--- src/rtl/sr_seq_pkg.sv ---
package sr_seq_pkg;

   typedef enum logic [1:0] {
      RES_OK      = 2'd0,
      RES_CMD_ERR = 2'd1,
      RES_TIMEOUT = 2'd2
   } sr_res_e;

   typedef enum logic [3:0] {
      ST_IDLE,
      ST_EN_OP,
      ST_GAP,
      ST_WR_OP,
      ST_WR_DAT,
      ST_WAIT_INIT,
      ST_RD_OP,
      ST_RD_DAT,
      ST_WAIT_STEP
   } sr_state_e;

   // chip select is low exactly while a byte of a frame is being moved
   function automatic logic in_frame(input sr_state_e s);
      return (s == ST_EN_OP) || (s == ST_WR_OP) || (s == ST_WR_DAT) ||
             (s == ST_RD_OP) || (s == ST_RD_DAT);
   endfunction

endpackage

--- src/rtl/sr_ms_tick.sv ---
module sr_ms_tick #(
   parameter int CLKS_PER_MS = 125000
) (
   input  logic clk,
   input  logic rst_n,
   input  logic clear,
   output logic tick
);

   initial begin
      EL_TICK_CPM : assert (CLKS_PER_MS >= 1) else $error("CLKS_PER_MS must be at least 1");
   end

   generate
      if (CLKS_PER_MS == 1) begin : g_every
         assign tick = !clear;
      end else begin : g_count
         localparam int CNT_W = $clog2(CLKS_PER_MS);
         localparam logic [CNT_W-1:0] CNT_TOP = CNT_W'(CLKS_PER_MS - 1);
         logic [CNT_W-1:0] cnt;

         always_ff @(posedge clk or negedge rst_n) begin
            if (!rst_n)              cnt <= '0;
            else if (clear)          cnt <= '0;
            else if (cnt == CNT_TOP) cnt <= '0;
            else                     cnt <= cnt + 1'b1;
         end

         assign tick = !clear && (cnt == CNT_TOP);

         AST_TICK_AFTER_CLEAR : assert property (@(posedge clk) disable iff (!rst_n)
            clear |=> !tick) else $error("tick right after clear");
      end
   endgenerate

endmodule

--- src/rtl/sr_delay_timer.sv ---
module sr_delay_timer #(
   parameter int CLKS_PER_MS = 125000,
   parameter int MS_W        = 8
) (
   input  logic            clk,
   input  logic            rst_n,
   input  logic            load,
   input  logic [MS_W-1:0] ms_in,
   output logic            expired
);

   logic [MS_W-1:0] ms_left;
   logic            tick;
   logic            tick_clr;

   assign tick_clr = load || (ms_left == '0);

   sr_ms_tick #(.CLKS_PER_MS(CLKS_PER_MS)) u_tick (
      .clk   (clk),
      .rst_n (rst_n),
      .clear (tick_clr),
      .tick  (tick)
   );

   always_ff @(posedge clk or negedge rst_n) begin
      if (!rst_n) begin
         ms_left <= '0;
         expired <= 1'b0;
      end else begin
         expired <= 1'b0;
         if (load) begin
            ms_left <= ms_in;
         end else if (tick && (ms_left != '0)) begin
            ms_left <= ms_left - 1'b1;
            expired <= (ms_left == MS_W'(1));
         end
      end
   end

   AST_NO_EARLY_EXPIRY : assert property (@(posedge clk) disable iff (!rst_n)
      load |=> !expired) else $error("expiry right after load");
   AST_EXPIRY_PULSE : assert property (@(posedge clk) disable iff (!rst_n)
      expired |=> !expired) else $error("expiry longer than one cycle");

endmodule

--- src/rtl/sr_poll_budget.sv ---
module sr_poll_budget #(
   parameter int LIMIT = 490
) (
   input  logic clk,
   input  logic rst_n,
   input  logic clear,
   input  logic bump,
   output logic spent
);

   localparam int CNT_W = $clog2(LIMIT + 1);
   localparam logic [CNT_W-1:0] CNT_TOP = CNT_W'(LIMIT);

   logic [CNT_W-1:0] cnt;

   initial begin
      EL_BUDGET_LIMIT : assert (LIMIT >= 1) else $error("LIMIT must be at least 1");
   end

   always_ff @(posedge clk or negedge rst_n) begin
      if (!rst_n)                     cnt <= '0;
      else if (clear)                 cnt <= '0;
      else if (bump && cnt < CNT_TOP) cnt <= cnt + 1'b1;
   end

   assign spent = (cnt == CNT_TOP);

   AST_NO_OVERFLOW : assert property (@(posedge clk) disable iff (!rst_n)
      cnt <= CNT_TOP) else $error("poll budget overflow");
   AST_BUMP_BELOW_LIMIT : assert property (@(posedge clk) disable iff (!rst_n)
      bump |-> !spent) else $error("step wait granted past the limit");

endmodule

--- src/rtl/sr_write_seq.sv ---
module sr_write_seq
   import sr_seq_pkg::*;
#(
   parameter int         CLKS_PER_MS = 125000,
   parameter int         INIT_MS     = 100,
   parameter int         STEP_MS     = 10,
   parameter int         POLL_LIMIT  = 490,
   parameter int         CS_GAP      = 2,
   parameter logic [7:0] OPC_WREN    = 8'h06,
   parameter logic [7:0] OPC_EWSR    = 8'h50,
   parameter logic [7:0] OPC_WRSR    = 8'h01,
   parameter logic [7:0] OPC_RDSR    = 8'h05,
   parameter logic [7:0] FILL_BYTE   = 8'h00,
   parameter logic [7:0] BUSY_MASK   = 8'h01
) (
   input  logic       clk,
   input  logic       rst_n,
   input  logic       start,
   input  logic [7:0] wr_value,
   input  logic       cfg_wren,
   input  logic       cfg_ewsr,
   output logic       spi_cs_n,
   output logic       spi_req,
   output logic [7:0] spi_byte,
   input  logic       spi_ack,
   input  logic [7:0] spi_rx,
   input  logic       spi_err,
   output logic       busy,
   output logic       done,
   output logic [1:0] result
);

   localparam int MS_MAX = (INIT_MS > STEP_MS) ? INIT_MS : STEP_MS;
   localparam int MS_W   = $clog2(MS_MAX + 1);
   localparam int GAP_W  = (CS_GAP > 1) ? $clog2(CS_GAP) : 1;
   localparam logic [GAP_W-1:0] GAP_LOAD = GAP_W'(CS_GAP - 1);
   localparam logic [MS_W-1:0]  INIT_LD  = MS_W'(INIT_MS);
   localparam logic [MS_W-1:0]  STEP_LD  = MS_W'(STEP_MS);

   initial begin
      EL_GAP_MIN  : assert (CS_GAP >= 1) else $error("CS_GAP must be at least 1");
      EL_INIT_MIN : assert (INIT_MS >= 1 && INIT_MS * CLKS_PER_MS > CS_GAP)
                       else $error("initial wait shorter than the chip-select gap");
      EL_STEP_MIN : assert (STEP_MS >= 1 && STEP_MS * CLKS_PER_MS > CS_GAP)
                       else $error("step wait shorter than the chip-select gap");
      EL_MASK_SET : assert (BUSY_MASK != 8'h00) else $error("BUSY_MASK is empty");
   end

   sr_state_e        st, st_n, ret_st, ret_n;
   logic [GAP_W-1:0] gap_cnt, gap_n;
   logic [7:0]       en_opc, opc_n;
   logic             retry_ok, retry_n;
   logic [7:0]       val_q, val_n;
   logic             done_q, done_n;
   sr_res_e          res_q, res_n;

   logic             t_load;
   logic [MS_W-1:0]  t_ms;
   logic             t_expired;
   logic             b_clr, b_bump, b_spent;
   logic             fail;
   sr_res_e          fail_code;
   logic             ack_ok, ack_bad;

   sr_delay_timer #(.CLKS_PER_MS(CLKS_PER_MS), .MS_W(MS_W)) u_timer (
      .clk     (clk),
      .rst_n   (rst_n),
      .load    (t_load),
      .ms_in   (t_ms),
      .expired (t_expired)
   );

   sr_poll_budget #(.LIMIT(POLL_LIMIT)) u_budget (
      .clk   (clk),
      .rst_n (rst_n),
      .clear (b_clr),
      .bump  (b_bump),
      .spent (b_spent)
   );

   assign ack_ok  = spi_ack && !spi_err;
   assign ack_bad = spi_ack &&  spi_err;

   always_comb begin
      st_n      = st;
      ret_n     = ret_st;
      gap_n     = gap_cnt;
      opc_n     = en_opc;
      retry_n   = retry_ok;
      val_n     = val_q;
      done_n    = 1'b0;
      res_n     = res_q;
      t_load    = 1'b0;
      t_ms      = '0;
      b_clr     = 1'b0;
      b_bump    = 1'b0;
      fail      = 1'b0;
      fail_code = RES_OK;

      unique case (st)
         ST_IDLE: begin
            if (start) begin
               val_n = wr_value;
               if (cfg_wren) begin
                  opc_n   = OPC_WREN;
                  retry_n = cfg_ewsr;
               end else begin
                  // no flag at all falls back to the status-enable opcode
                  opc_n   = OPC_EWSR;
                  retry_n = 1'b0;
               end
               st_n = ST_EN_OP;
            end
         end
         ST_EN_OP: begin
            if (ack_bad) begin
               fail = 1'b1; fail_code = RES_CMD_ERR;
            end else if (ack_ok) begin
               st_n  = ST_GAP;
               gap_n = GAP_LOAD;
               ret_n = ST_WR_OP;
            end
         end
         ST_GAP: begin
            if (gap_cnt == '0) st_n = ret_st;
            else               gap_n = gap_cnt - 1'b1;
         end
         ST_WR_OP: begin
            if (ack_bad)     begin fail = 1'b1; fail_code = RES_CMD_ERR; end
            else if (ack_ok) st_n = ST_WR_DAT;
         end
         ST_WR_DAT: begin
            if (ack_bad) begin
               fail = 1'b1; fail_code = RES_CMD_ERR;
            end else if (ack_ok) begin
               t_load = 1'b1;
               t_ms   = INIT_LD;
               b_clr  = 1'b1;
               st_n   = ST_WAIT_INIT;
            end
         end
         ST_WAIT_INIT, ST_WAIT_STEP: begin
            if (t_expired) st_n = ST_RD_OP;
         end
         ST_RD_OP: begin
            if (ack_bad)     begin fail = 1'b1; fail_code = RES_CMD_ERR; end
            else if (ack_ok) st_n = ST_RD_DAT;
         end
         ST_RD_DAT: begin
            if (ack_bad) begin
               fail = 1'b1; fail_code = RES_CMD_ERR;
            end else if (ack_ok) begin
               if ((spi_rx & BUSY_MASK) != 8'h00) begin
                  if (b_spent) begin
                     fail = 1'b1; fail_code = RES_TIMEOUT;
                  end else begin
                     b_bump = 1'b1;
                     t_load = 1'b1;
                     t_ms   = STEP_LD;
                     st_n   = ST_WAIT_STEP;
                  end
               end else begin
                  st_n   = ST_IDLE;
                  done_n = 1'b1;
                  res_n  = RES_OK;
               end
            end
         end
         default: st_n = ST_IDLE;
      endcase

      if (fail) begin
         if (retry_ok) begin
            retry_n = 1'b0;
            opc_n   = OPC_EWSR;
            st_n    = ST_GAP;
            gap_n   = GAP_LOAD;
            ret_n   = ST_EN_OP;
         end else begin
            st_n   = ST_IDLE;
            done_n = 1'b1;
            res_n  = fail_code;
         end
      end
   end

   always_ff @(posedge clk or negedge rst_n) begin
      if (!rst_n) begin
         st       <= ST_IDLE;
         ret_st   <= ST_IDLE;
         gap_cnt  <= '0;
         en_opc   <= OPC_EWSR;
         retry_ok <= 1'b0;
         val_q    <= 8'h00;
         done_q   <= 1'b0;
         res_q    <= RES_OK;
      end else begin
         st       <= st_n;
         ret_st   <= ret_n;
         gap_cnt  <= gap_n;
         en_opc   <= opc_n;
         retry_ok <= retry_n;
         val_q    <= val_n;
         done_q   <= done_n;
         res_q    <= res_n;
      end
   end

   always_comb begin
      unique case (st)
         ST_EN_OP:  spi_byte = en_opc;
         ST_WR_OP:  spi_byte = OPC_WRSR;
         ST_WR_DAT: spi_byte = val_q;
         ST_RD_OP:  spi_byte = OPC_RDSR;
         default:   spi_byte = FILL_BYTE;
      endcase
   end

   assign spi_req  = in_frame(st);
   assign spi_cs_n = !in_frame(st);
   assign busy     = (st != ST_IDLE);
   assign done     = done_q;
   assign result   = res_q;

   AST_DONE_PULSE : assert property (@(posedge clk) disable iff (!rst_n)
      done |=> !done) else $error("done wider than one cycle");
   AST_RESULT_HELD : assert property (@(posedge clk) disable iff (!rst_n)
      !done |-> $stable(result)) else $error("result moved without done");
   AST_REQ_HOLD : assert property (@(posedge clk) disable iff (!rst_n)
      (spi_req && !spi_ack) |=> (spi_req && $stable(spi_byte))) else $error("request dropped");
   AST_CS_GAP : assert property (@(posedge clk) disable iff (!rst_n)
      $rose(spi_cs_n) |=> spi_cs_n) else $error("chip-select gap too short");
   AST_DONE_ENDS_BUSY : assert property (@(posedge clk) disable iff (!rst_n)
      done |-> !busy) else $error("done while still busy");
   AST_NO_POLL_AFTER_ERR : assert property (@(posedge clk) disable iff (!rst_n)
      (done && result == RES_CMD_ERR) |-> spi_cs_n) else $error("frame open at error");

endmodule

--- config.mk ---
export PLATFORM = sky130hd
export DESIGN_NAME = sr_write_seq
export DESIGN_NICKNAME = d
export VERILOG_FILES = /design/src/rtl/sr_seq_pkg.sv /design/src/rtl/sr_ms_tick.sv /design/src/rtl/sr_delay_timer.sv /design/src/rtl/sr_poll_budget.sv /design/src/rtl/sr_write_seq.sv
export SDC_FILE = /design/constraint.sdc
export NUM_CORES = 1
export LEC_CHECK = 0
export ABC_AREA = 1
export BUFFER_PORTS_ARGS = -buffer_cell sky130_fd_sc_hd__buf_2
export CELL_PAD_IN_SITES_DETAIL_PLACEMENT = 0
export CELL_PAD_IN_SITES_GLOBAL_PLACEMENT = 1
export CORE_UTILIZATION = 30
export CTS_CLUSTER_SIZE = 28
export DETAILED_ROUTE_END_ITERATION = 8
export PLACE_DENSITY = 0.57
export RECOVER_POWER = 50
export SYNTH_ARGS = -nofsm -noshare
export SYNTH_HDL_FRONTEND = slang
export SYNTH_SLANG_ARGS = --single-unit
--- constraint.sdc ---
create_clock -name clk -period 2.05 [get_ports clk]
set_input_delay 0.41 -clock clk [delete_from_list [all_inputs] [get_ports clk]]
set_output_delay 0.41 -clock clk [all_outputs]
set_load 0.01 [all_outputs]
## Word level (Yosys, flattened, before mapping)

Cells that the tools add are included.

| word-level totals | value |
|---|---|
| register bits | 63 |
| input bits | 23 |
| output and inout port bits | 14 |
| word-level logic and storage cells | 153 |

| cells by class | value |
|---|---|
| add/sub/neg operators | 4 |
| magnitude comparators | 1 |
| equality and inequality tests | 25 |
| multiplexer cells | 88 |
| reductions and logical operators | 23 |

Operators by type and width:

| cell | count |
|---|---|
| 2-to-1 mux 4 bit | 25 |
| != test 3 bit, second input constant | 12 |
| 2-to-1 mux 7 bit | 5 |
| 2-to-1 mux 17 bit | 2 |
| 2-to-1 mux 1 bit | 32 |
| 2-to-1 mux 8 bit | 4 |
| one-hot mux 4 bit (8 select lines) | 1 |
| one-hot mux 8 bit (4 select lines) | 1 |
| 2-to-1 mux 2 bit | 11 |
| 2-to-1 mux 9 bit | 2 |
| adder 17 x 1 -> 17 bit, second input constant | 1 |
| == test 17 bit, second input constant | 1 |
| == test 4 x 3 -> 1 bit, second input constant | 4 |
| one-hot mux 7 bit (2 select lines) | 1 |
| AND reduction 14 bit | 1 |
| adder 9 x 1 -> 9 bit, second input constant | 1 |
| == test 9 bit, second input constant | 1 |
| less-than comparator 9 bit, second input constant | 1 |
| == test 4 x 2 -> 1 bit, second input constant | 2 |
| == test 7 x 1 -> 1 bit, second input constant | 1 |
| zero test 7 bit | 1 |
| nonzero test 7 bit | 1 |
| subtractor 7 x 1 -> 7 bit, second input constant | 1 |
| one-hot mux 1 bit (2 select lines) | 3 |
| other kinds (15) | 26 |

## Longest topological paths before layout

Gate-level depths: netlist of the first run.

| logic depth | value |
|---|---|
| depth after elaboration | 12 |
| mapped depth | 12 |

## Hierarchy

From an unflattened synthesis of the first run, not the netlist that was laid out.

| unflattened totals | value |
|---|---|
| cell total of the unflattened synthesis | 506 |
| area total of the unflattened synthesis | 3684.8 um^2 |

By module, submodules not included:

| module | instances | cells an instance | area an instance (um^2) |
|---|---|---|---|
| sr_write_seq | 1 | 203 | 1511.4 |
| sr_ms_tick | 1 | 135 | 1006.0 |
| sr_poll_budget | 1 | 89 | 615.6 |
| sr_delay_timer | 1 | 79 | 551.8 |

## Worst setup path after synthesis of the first run

OpenSTA, ideal clock, no wires.

| path | value |
|---|---|
| path kind | flip-flop to flip-flop |
| start | register u_budget.cnt[0] |
| end | register u_timer.ms_left[1] |
| library setup time | 0.121 ns |
| arrival | 1.400 ns |
| data required time | 1.929 ns |
| path slack | 0.529 ns |
| cell stages (with the launch flop) | 12 |
| clock period less this slack | 1.521 ns |
| path through | dfrtp_1 > inv_1 > ha_1 > inv_1 > nor2_1 > nand2_1 > nor2_1 > nor2_2 > nor2_4 > o21ai_2 > nand2_1 > nand2_1 |

| on the way | value |
|---|---|
| cells in the longest elaborated chain, start to end | 11 |
| elaborated cells on any way between the ends | 17 |
| classes of those cells | eq/ne (1); mux (11); reduce/logical (5) |

RTL lines:

| what | RTL line | source |
|---|---|---|
| start, declared | sr_poll_budget.sv:14 | `logic [CNT_W-1:0] cnt;` |
| start signal, assigned | sr_poll_budget.sv:23 | `else if (bump && cnt < CNT_TOP) cnt <= cnt + 1'b1;` |
| == test 9 bit (*) | sr_poll_budget.sv:26 | `assign spent = (cnt == CNT_TOP);` |
| 2-to-1 mux 1 bit | sr_write_seq.sv:154 | `if (b_spent) begin` |
| 2-to-1 mux 1 bit | sr_write_seq.sv:153 | `if ((spi_rx & BUSY_MASK) != 8'h00) begin` |
| 2-to-1 mux 1 bit | sr_write_seq.sv:152 | `end else if (ack_ok) begin` |
| 2-to-1 mux 1 bit | sr_write_seq.sv:150 | `if (ack_bad) begin` |
| one-hot mux 1 bit (2 select lines) | sr_write_seq.sv:100 | `unique case (st)` |
| logical OR 1 bit | sr_delay_timer.sv:16 | `assign tick_clr = load \|\| (ms_left == '0);` |
| zero test 1 bit | sr_ms_tick.sv:29 | `assign tick = !clear && (cnt == CNT_TOP);` |
| logical AND 1 bit | sr_ms_tick.sv:29 |  |
| logical AND 1 bit | sr_delay_timer.sv:33 | `end else if (tick && (ms_left != '0)) begin` |
| nonzero test 2 bit (no source line) | - |  |
| end signal, assigned | sr_delay_timer.sv:32 | `ms_left <= ms_in;` |
| end signal, assigned | sr_delay_timer.sv:34 | `ms_left <= ms_left - 1'b1;` |
| end, declared | sr_delay_timer.sv:12 | `logic [MS_W-1:0] ms_left;` |

Mark *: on every way between the ends. The rest lies on a longest branch, timed or not.
A chain may end at the register's enable or synchronous reset.

## Worst setup path in the final report of the first run

| path | value |
|---|---|
| start | register st[3] |
| end | output port spi_byte[7] |

| on the way | value |
|---|---|
| cells in the longest elaborated chain, start to end | 2 |
| elaborated cells on any way between the ends | 5 |
| classes of those cells | eq/ne (4); mux (1) |

RTL lines:

| what | RTL line | source |
|---|---|---|
| start, declared | sr_write_seq.sv:49 | `sr_state_e st, st_n, ret_st, ret_n;` |
| start signal, assigned | sr_write_seq.sv:198 | `st <= st_n;` |
| == test 4 x 3 -> 1 bit (tied with other cells) | sr_write_seq.sv:210 | `unique case (st)` |
| one-hot mux 8 bit (4 select lines) (*) | sr_write_seq.sv:210 |  |
| end, declared | sr_write_seq.sv:24 | `output logic [7:0] spi_byte,` |

Marked as above.

==> results of run 1 <==
==> worst max-delay path: stages (launching register included) <==
cell and delay (ns):
dfrtp_2 0.46, inv_4 0.09, nand3_4 0.11, nor2_4 0.21, nand2_1 0.07, o21ai_0 0.08
buf_2 0.16
==> timing repair <==
action / 4_1_cts / 5_1_grt
hold endpoints to repair: 0 / 0
hold buffers: 0 / 0
endpoints found under the setup margin: 8 / 9
buffers inserted: 1 / 3
pin swaps: 1 / 1
gates resized for setup: 2 / 6
==> state kept, by name, summed over array words and instances, names as in the netlist <==
register                    flops
u_budget.cnt                    9
u_timer.u_tick.g_count.cnt     17
gap_cnt                         1
done                            1
result                          2
retry_ok                        1
u_timer.ms_left                 7
val_q                           8
en_opc                          8
ret_st                          4
st                              4
u_timer.expired                 1
==> through the flow <==
stage / power [mW] / TNS, ns / util, %
global placement: 4.50 / 0 / 34.0
finish: 6.20 / 0 / 37.0
CTS: 6.24 / 0 / 36.8
floorplan: 3.84 / 0 / -
global route: 6.75 / -0.00556 / 37.0
detailed placement: 4.50 / 0 / 34.0
==> layout make-up <==
| type | instances | share of cell area, % |
|---|---|---|
| Multi-Input combinational cell | 352 | 43.4 |
| Sequential cell | 63 | 35.3 |
| Clock buffer | 9 | 5.03 |
| Timing Repair Buffer | 38 | 4.86 |
| Tap cell | 168 | 4.69 |
| Inverter | 53 | 4.55 |
| Clock inverter | 7 | 2.18 |
==> metal layers <==
metal | wire (um) | up-vias | share of wire, % | global-route usage, %
li1 | - | 1607 | - | -
met1 | 4510 | 1422 | 51 | 20.9
met2 | 3900 | 58 | 44 | 23.3
met3 | 336 | 14 | 3.8 | 3.40
met4 | 181 | 0 | 2.0 | 7.79
met5 | 0 | - | 0 | 0
==> cells in the final DEF (no fill, tap or decap), drive strengths merged, types with 6 or more instances in the layout <==
cell type,n
o211ai,9
o21ai,20
nand4,7
nor3,10
buf,33
dfrtp,61
clkbuf,14
nor2,79
nand3,48
ha,6
inv,53
xor2,16
xnor2,7
nand2,142
==> kinds of logic (layout without fill, tap and decap cells) <==
kind of cell | after synthesis | count (layout) | synth area share, %
adder cells (fa/ha/maj) | 6 | 6 | 2.00
XOR/XNOR | 23 | 23 | 5.37
flip-flops | 63 | 63 | 42.1
AO/OA/AOI/OAI | 36 | 36 | 6.03
buffers and inverters | 59 | 107 | 6.37
AND/OR/NAND/NOR | 287 | 287 | 38.2
==> how the worst min path moves through the flow <==
stage                                 end  cells past startpoint  startpoint  slack, ns
final                     u_budget.cnt[5]                      2       rst_n       0.11
after global routing      u_budget.cnt[6]                      2       rst_n       0.16
after CTS                 u_budget.cnt[5]                      2       rst_n       0.09
after detailed placement  u_budget.cnt[6]                      2       rst_n       0.46
after global placement    u_budget.cnt[6]                      2       rst_n       0.46
after floorplan                      done                      0       rst_n       0.11
==> report_power, final <==
part	leakage [nW]	internal (mW)	total, mW	switching [mW]
Clock	0.152	1.07	1.68	0.613
Sequential	0.795	1.70	2.14	0.434
Combinational	1.22	0.914	2.38	1.47
==> run summary, run 1 <==
The flow ran to the end, and the final reports show no timing, DRC or antenna violations. After detailed routing, the number of remaining DRC violations is 0. The effective utilization at floorplan was 31.0%; the final-report setup violation count was 0.

The run gives 0 as the number of antenna violations at the first check in global routing. After technology mapping, the gate count stands at 474. The global-route congestion overflow total was 0; the synthesized netlist net count was 503. In this run the tightest slew margin relative to its limit is 74.2%.

The logs give 9 for the number of buffers created by CTS and 34 for the count of unique library cells instantiated by Yosys. Timing would allow up to 0.519 GHz. The clock root buffer was clkbuf_16. Entering global routing, the biggest net connects 64 pins. The number of inserted filler cells in the final layout was 1327; the total number of nets in the final design was 546.

For the hold violation count in the final report, the log shows 0. The commonest cells after synthesis are nand2_1 (129), dfrtp_1 (61), nor2_1 (53). Power spread over the standard cell area amounts to 1380 mW/mm^2.

For the worst setup slack after placement, the log shows 0.231 ns. The startpoint identified for the worst register-to-register timing path is st[1]. The number of I/O pins is 37. The type of the worst setup path is flop to primary output. The iteration count of the initial detailed-routing pass is 4. At the worst endpoint, the arrival time is 1.52 ns. The count of cells in the finished layout, fillers not included, comes to 690. After synthesis, the cell types taking the most area are dfrtp_1 (41%), nand2_1 (13%), nand3_1 (5.7%). Of all nets on the critical path, the largest fanout is 7. The final route contains 3101 vias.

The tools report the final antenna diode count as 0. For the post-detailed-route count of antenna-violating nets, the log shows 0. Worst hold-check path type: input pin to asynchronous set/reset pin.

The origin of the worst setup path was st[3]. The worst path in the final design needs a cycle of 1.93 ns, including I/O delays and setup. The async set-or-reset flop fraction in the synthesized netlist works out to 100%. The tools report the global-route usage over all layers as 15.5%. The run gives 0 as the total count of max-transition violations in the final report.

Following the worst setup path forward leads to its endpoint at spi_byte[7]. The area occupied by multi-input gates came out at 0.00194 sq mm. Total number of yosys warnings: 0.

Fraction of final layout cells sized beyond drive strength 1: 22.2%. Across all setup checks in the final design, the least slack found is 0.123 ns. The clock-pin slew on the worst setup and hold paths is 0.06 ns. The netlist area before placement was 0.00375 sq mm. The average vias per placed instance works out to 4.49. The number of clock sinks seen by CTS came out at 63. Of the post-synthesis cell area, the dominant cell type holds 40.7%. For the source-to-sink clock delay at the later pin of the worst-skew pair, the log shows 0.34 ns. The type of element launching the critical path is a flop. The biggest area consumer among synthesized cells is dfrtp_1. The clock arrives with 0.00782 ns of skew. The flop and latch count out of synthesis was 63. Across the VDD grid, the largest voltage drop is 519 uV. The final layout contains routed wiring with a total length of 8.93 mm. The logs give 2.17 nW for the static leakage and 0.0121 sq mm for the floorplan core area.

The chip width came out at 114 um. STA classifies the critical path endpoint as a primary output. The most used flip-flop cell after synthesis is dfrtp_1.

The area enclosed by the die boundary was 0.0130 sq mm; the wire length of the first global-routing pass was 15.3 mm. The floorplan has 40 rows. Initial DRC count: 133. The dominant cell by count in the synthesized netlist was nand2_1. The count of buffers inserted at the top-level ports works out to 29.

The synthesized design contains 0 enable-type register cells. STA puts the critical path data required time at 1.64 ns. Detailed placement finished with a half-perimeter wire length of 6.36 mm. TritonCTS built the clock tree. The slew at the pin closest to its max-slew limit was 0.386 ns; the area used by sequential logic in the layout was 0.00158 sq mm. The via count of the first global-routing pass is 3045, and the fraction of the yosys area taken by sequential cells is 42.1%.

Across all hold checks on the routed design, the worst slack comes to 0.112 ns. The tools report the total instance count after detailed placement as 670. At the end of routability-driven placement, the weighted congestion stood at 0.813. A synthesized cell averages 7.92 sq um. The worst-case register-to-register setup slack was 0.27 ns. Final critical-path share of the clock period: 94.0%. The tools report the area of placed instances as 0.00412 sq mm. Dividing the detail-routed wire length by the instance count gives 12.9 um. The tools report the number of maximum-capacitance violations as 0.

The tools report the endpoint of the worst register-to-register path as retry_ok. In this run the number of H-tree levels came out at 3. After routing the design area is 0.00448 sq mm. The number of buffers on the longest clock path is 2, and the signed area change from the synthesized netlist to the final layout is 19.4%. The worst reg-to-reg path cell count works out to 7.

The overall die height works out to 114 um.
Note: power is estimated with default switching activity, not from simulation.
==> run 2: changes to the inputs <==
--- a/config.mk
+++ b/config.mk
@@ -6,13 +6,13 @@
 export NUM_CORES = 1
 export LEC_CHECK = 0
 export ABC_AREA = 1
-export BUFFER_PORTS_ARGS = -buffer_cell sky130_fd_sc_hd__buf_2
 export CELL_PAD_IN_SITES_DETAIL_PLACEMENT = 0
 export CELL_PAD_IN_SITES_GLOBAL_PLACEMENT = 1
 export CORE_UTILIZATION = 30
-export CTS_CLUSTER_SIZE = 28
+export CTS_CLUSTER_SIZE = 8
 export DETAILED_ROUTE_END_ITERATION = 8
-export PLACE_DENSITY = 0.57
+export DONT_BUFFER_PORTS = 1
+export PLACE_DENSITY = 0.54
 export RECOVER_POWER = 50
 export SYNTH_ARGS = -nofsm -noshare
 export SYNTH_HDL_FRONTEND = slang
==> run summary, run 2 (synthesis gave the netlist of run 1 again) <==
The flow ran to the end, and the final reports show no timing, DRC or antenna violations. The tools report the number of maximum-capacitance violations as 0 (unchanged). For the static leakage, the log shows 2.05 nW (was 2.17 nW). Chain of cells forming the critical path: nand3_4, nor2_4, nand2_1, o21ai_0, buf_4 (was inv_4, nand3_4, nor2_4, nand2_1, o21ai_0, buf_2). Worst hold-check path type: input pin to flop (was input pin to asynchronous set/reset pin). The clock network fraction of total power was 26.3% (was 27.1%); the overall die height was 114 um (unchanged).

The run gives 8.75 mm (was 8.93 mm) as the routed wire length. The highest ir drop seen on vdd came out at 441 uV (was 519 uV). The total number of nets in the final design came out at 518 (was 546).

Final instance area: 0.00432 sq mm (was 0.00448 sq mm). Endpoint of the worst register-to-register path: en_opc[2] (was retry_ok). Origin of the worst setup path: st[2] (was st[3]). The iteration count of the initial detailed-routing pass was 4 (unchanged). TritonCTS built the clock tree. Count of buffer and inverter cells on the critical path: 1 (was 2).

The tools report the clock root buffer as clkbuf_16 (unchanged). Critical-path cell with the highest stage delay: dfrtp_1 (was dfrtp_2). The worst hold path passes through 2 cells. The beginning of the worst register-to-register path is st[2] (was st[1]). The tools report the worst hold margin as 0.194 ns (was 0.112 ns). The run gives 15.1% (was 15.5%) as the global-route usage over all layers. The post-DP HPWL is 6.35 mm (was 6.36 mm), and the final period demand of the worst path is 1.93 ns (about the same). The wire length per cell after detailed routing is 13.2 um (was 12.9 um). The initial DRC count was 148 (was 133); the clock-pin slew on the worst setup and hold paths was 0.06 ns (about the same). Total instance count after detailed placement: 640 (was 670). For the wire length of the first global-routing pass, the log shows 15.1 mm (was 15.3 mm). The top register by number of flip-flops was u_timer.u_tick.g_count.cnt (unchanged). The signed area change from the synthesized netlist to the final layout was 15.1% (was 19.4%). The area of placed instances is 0.00396 sq mm (was 0.00412 sq mm). The family with the most delay on the worst path is flip-flops (unchanged). The count of buffers inserted at the top-level ports is 0 (was 29). Type of the worst setup path: flop to primary output (unchanged). The headroom to the max-slew limit is 37.8% (was 74.2%), and the effective utilization at floorplan is 31.0% (unchanged). The total stage count of the critical path is 5 (was 6), and the worst-case register-to-register setup slack is 0.21 ns (was 0.27 ns). The tools report the final weighted congestion of routability-driven global placement as 0.745 (was 0.813).

For the net switching power figure, the log shows 2.46 mW (was 2.52 mW). The largest fanout on the critical path works out to 7 (unchanged). The depth of the CTS H-tree is 3 (unchanged), and the worst reg-to-reg path cell count is 7 (unchanged). Number of clock sinks seen by CTS: 63 (unchanged). Chip width: 114 um (unchanged). Setup repair after global routing left no endpoint under its margin. The slew at the pin closest to its max-slew limit works out to 0.932 ns (was 0.386 ns).

The delay contributed by the slowest stage of the critical path was 0.54 ns (was 0.46 ns); the source-to-sink clock delay at the later pin of the worst-skew pair was 0.33 ns (was 0.34 ns). The post-detailed-route count of antenna-violating nets was 0 (unchanged); the number of antenna violations at the first check in global routing was 0 (unchanged). The hold violation count in the final report is 0 (unchanged). The run gives 0 ns (unchanged) as the final setup TNS. Most used cells in the layout excluding fill and tap cells: nand2_1 (128), dfrtp_1 (58), nor2_1 (52), inv_1 (48), nand3_1 (43) (was nand2_1 (128), dfrtp_1 (57), nor2_1 (51), inv_1 (47), nand3_1 (43)).

The tools report the type of element launching the critical path as a flop (unchanged). The total power divided by cell area works out to 1380 mW/mm^2 (about the same). The final antenna diode count is 0 (unchanged), and the final critical-path share of the clock period is 94.2% (was 94.0%).

The cell-internal power came out at 3.50 mW (was 3.68 mW). The switching share of power was 41.2% (was 40.6%). The number of buffers created by CTS is 9 (unchanged). The most common library cell in the layout ignoring fill and taps was nand2_1 (unchanged). The floorplan core area was 0.0121 sq mm (unchanged); the detailed-route via count was 2966 (was 3101).

Largest registers in the final layout: u_timer.u_tick.g_count.cnt (17), u_budget.cnt (9) (unchanged). The combinational power share is 37.4% (was 38.4%), and the worst clock skew on the final layout is 0.00720 ns (was 0.00782 ns). Number of buffers on the longest clock path: 2 (unchanged).

The logs give 36.3% (was 34.5%) for the proportion of power drawn by flip-flops and latches and 2902 (was 3045) for the via count of the first global-routing pass. The final-report setup violation count was 0 (unchanged); the number of remaining DRC errors was 0 (unchanged). The tools report the endpoint kind of the worst setup timing path as a primary output (unchanged).

For the data arrival time of the worst path, the log shows 1.52 ns (about the same). The required time of the critical path was 1.64 ns (about the same). The flip-flop count of the largest register after layout works out to 17 (unchanged). The run gives 37 (unchanged) as the number of I/O pins.

For the total count of max-transition violations in the final report, the log shows 0 (unchanged). The area enclosed by the die boundary is 0.0130 sq mm (unchanged), and the average vias per placed instance is 4.48 (was 4.49). The fmax is 0.518 GHz (was 0.519 GHz), and the number of inserted filler cells in the final layout is 1321 (was 1327). For the post-route non-filler standard cell count, the log shows 662 (was 690). The end of the critical path is spi_byte[7] (unchanged). The global-route congestion overflow total was 0 (unchanged).

The row count is 40 (unchanged), and the fraction of final layout cells sized beyond drive strength 1 is 17.8% (was 22.2%). The pin count of the biggest net entering global routing is 64 (unchanged).
## run 2: cell types whose count changed in the layout (fill, tap and decap cells not counted), sizes merged
cell / previous run / this run
bufinv: 2 / 1
clkinvlp: 2 / 3
buf: 33 / 8
dlygate4sd3: 0 / 1
clkinv: 3 / 2
clkbuf: 14 / 11
## run 2: per-layer routing
metal  GRT usage (%)  wire length, um  vias up
met2            23.0             4040       36
li1                -                -     1541
met5               0                0        -
met1            21.1             4370     1378
met4            5.19              115        0
met3            3.24              223       11
## run 2: what timing repair did
item	4_1_cts	5_1_grt
endpoints found under the hold margin	63	0
buffers inserted	3	1
pin swaps	2	1
hold buffers	2	0
gates resized for setup	5	2
endpoints found under the setup margin	8	5
## run 2: area by class of cell
type | count | area [sq um] | share of cell area (%)
Clock inverter | 6 | 70.1 | 1.62
Inverter | 53 | 201 | 4.66
Multi-Input combinational cell | 352 | 1940 | 44.9
Clock buffer | 10 | 239 | 5.53
Sequential cell | 63 | 1580 | 36.6
Timing Repair Buffer | 10 | 77.6 | 1.80
Tap cell | 168 | 210 | 4.86
## run 2: worst min-delay path by stage
| stage | from | to | slack, ns |
|---|---|---|---|
| global route | wr_value[3] | val_q[3] | 0.18 |
| detailed placement | rst_n | st[3] | 0.12 |
| floorplan | rst_n | done | 0.11 |
| finish | wr_value[0] | val_q[0] | 0.19 |
| global placement | rst_n | st[0] | 0.12 |
| CTS | wr_value[0] | val_q[0] | 0.18 |
## run 2: power by group through the flow
stage / Combinational [mW] / Sequential, mW / Clock [mW]
2_1_floorplan: 1.84 / 2.00 / 0
3_3_place_gp: 2.14 / 2.19 / 0
3_5_place_dp: 2.15 / 2.20 / 0
4_1_cts: 2.25 / 2.18 / 1.62
5_1_grt: 2.58 / 2.24 / 1.69
6_report: 2.23 / 2.16 / 1.57
## run 2: per-stage QoR
stage / setup slack, ns / power [mW] / utilization, %
final: 0.119 / 5.96 / 35.7
after CTS: 0.0383 / 6.05 / 35.8
after global routing: 0.00170 / 6.50 / 35.7
after floorplan: 0.529 / 3.84 / -
after detailed placement: 0.228 / 4.35 / 32.7
after global placement: 0.208 / 4.33 / 32.7
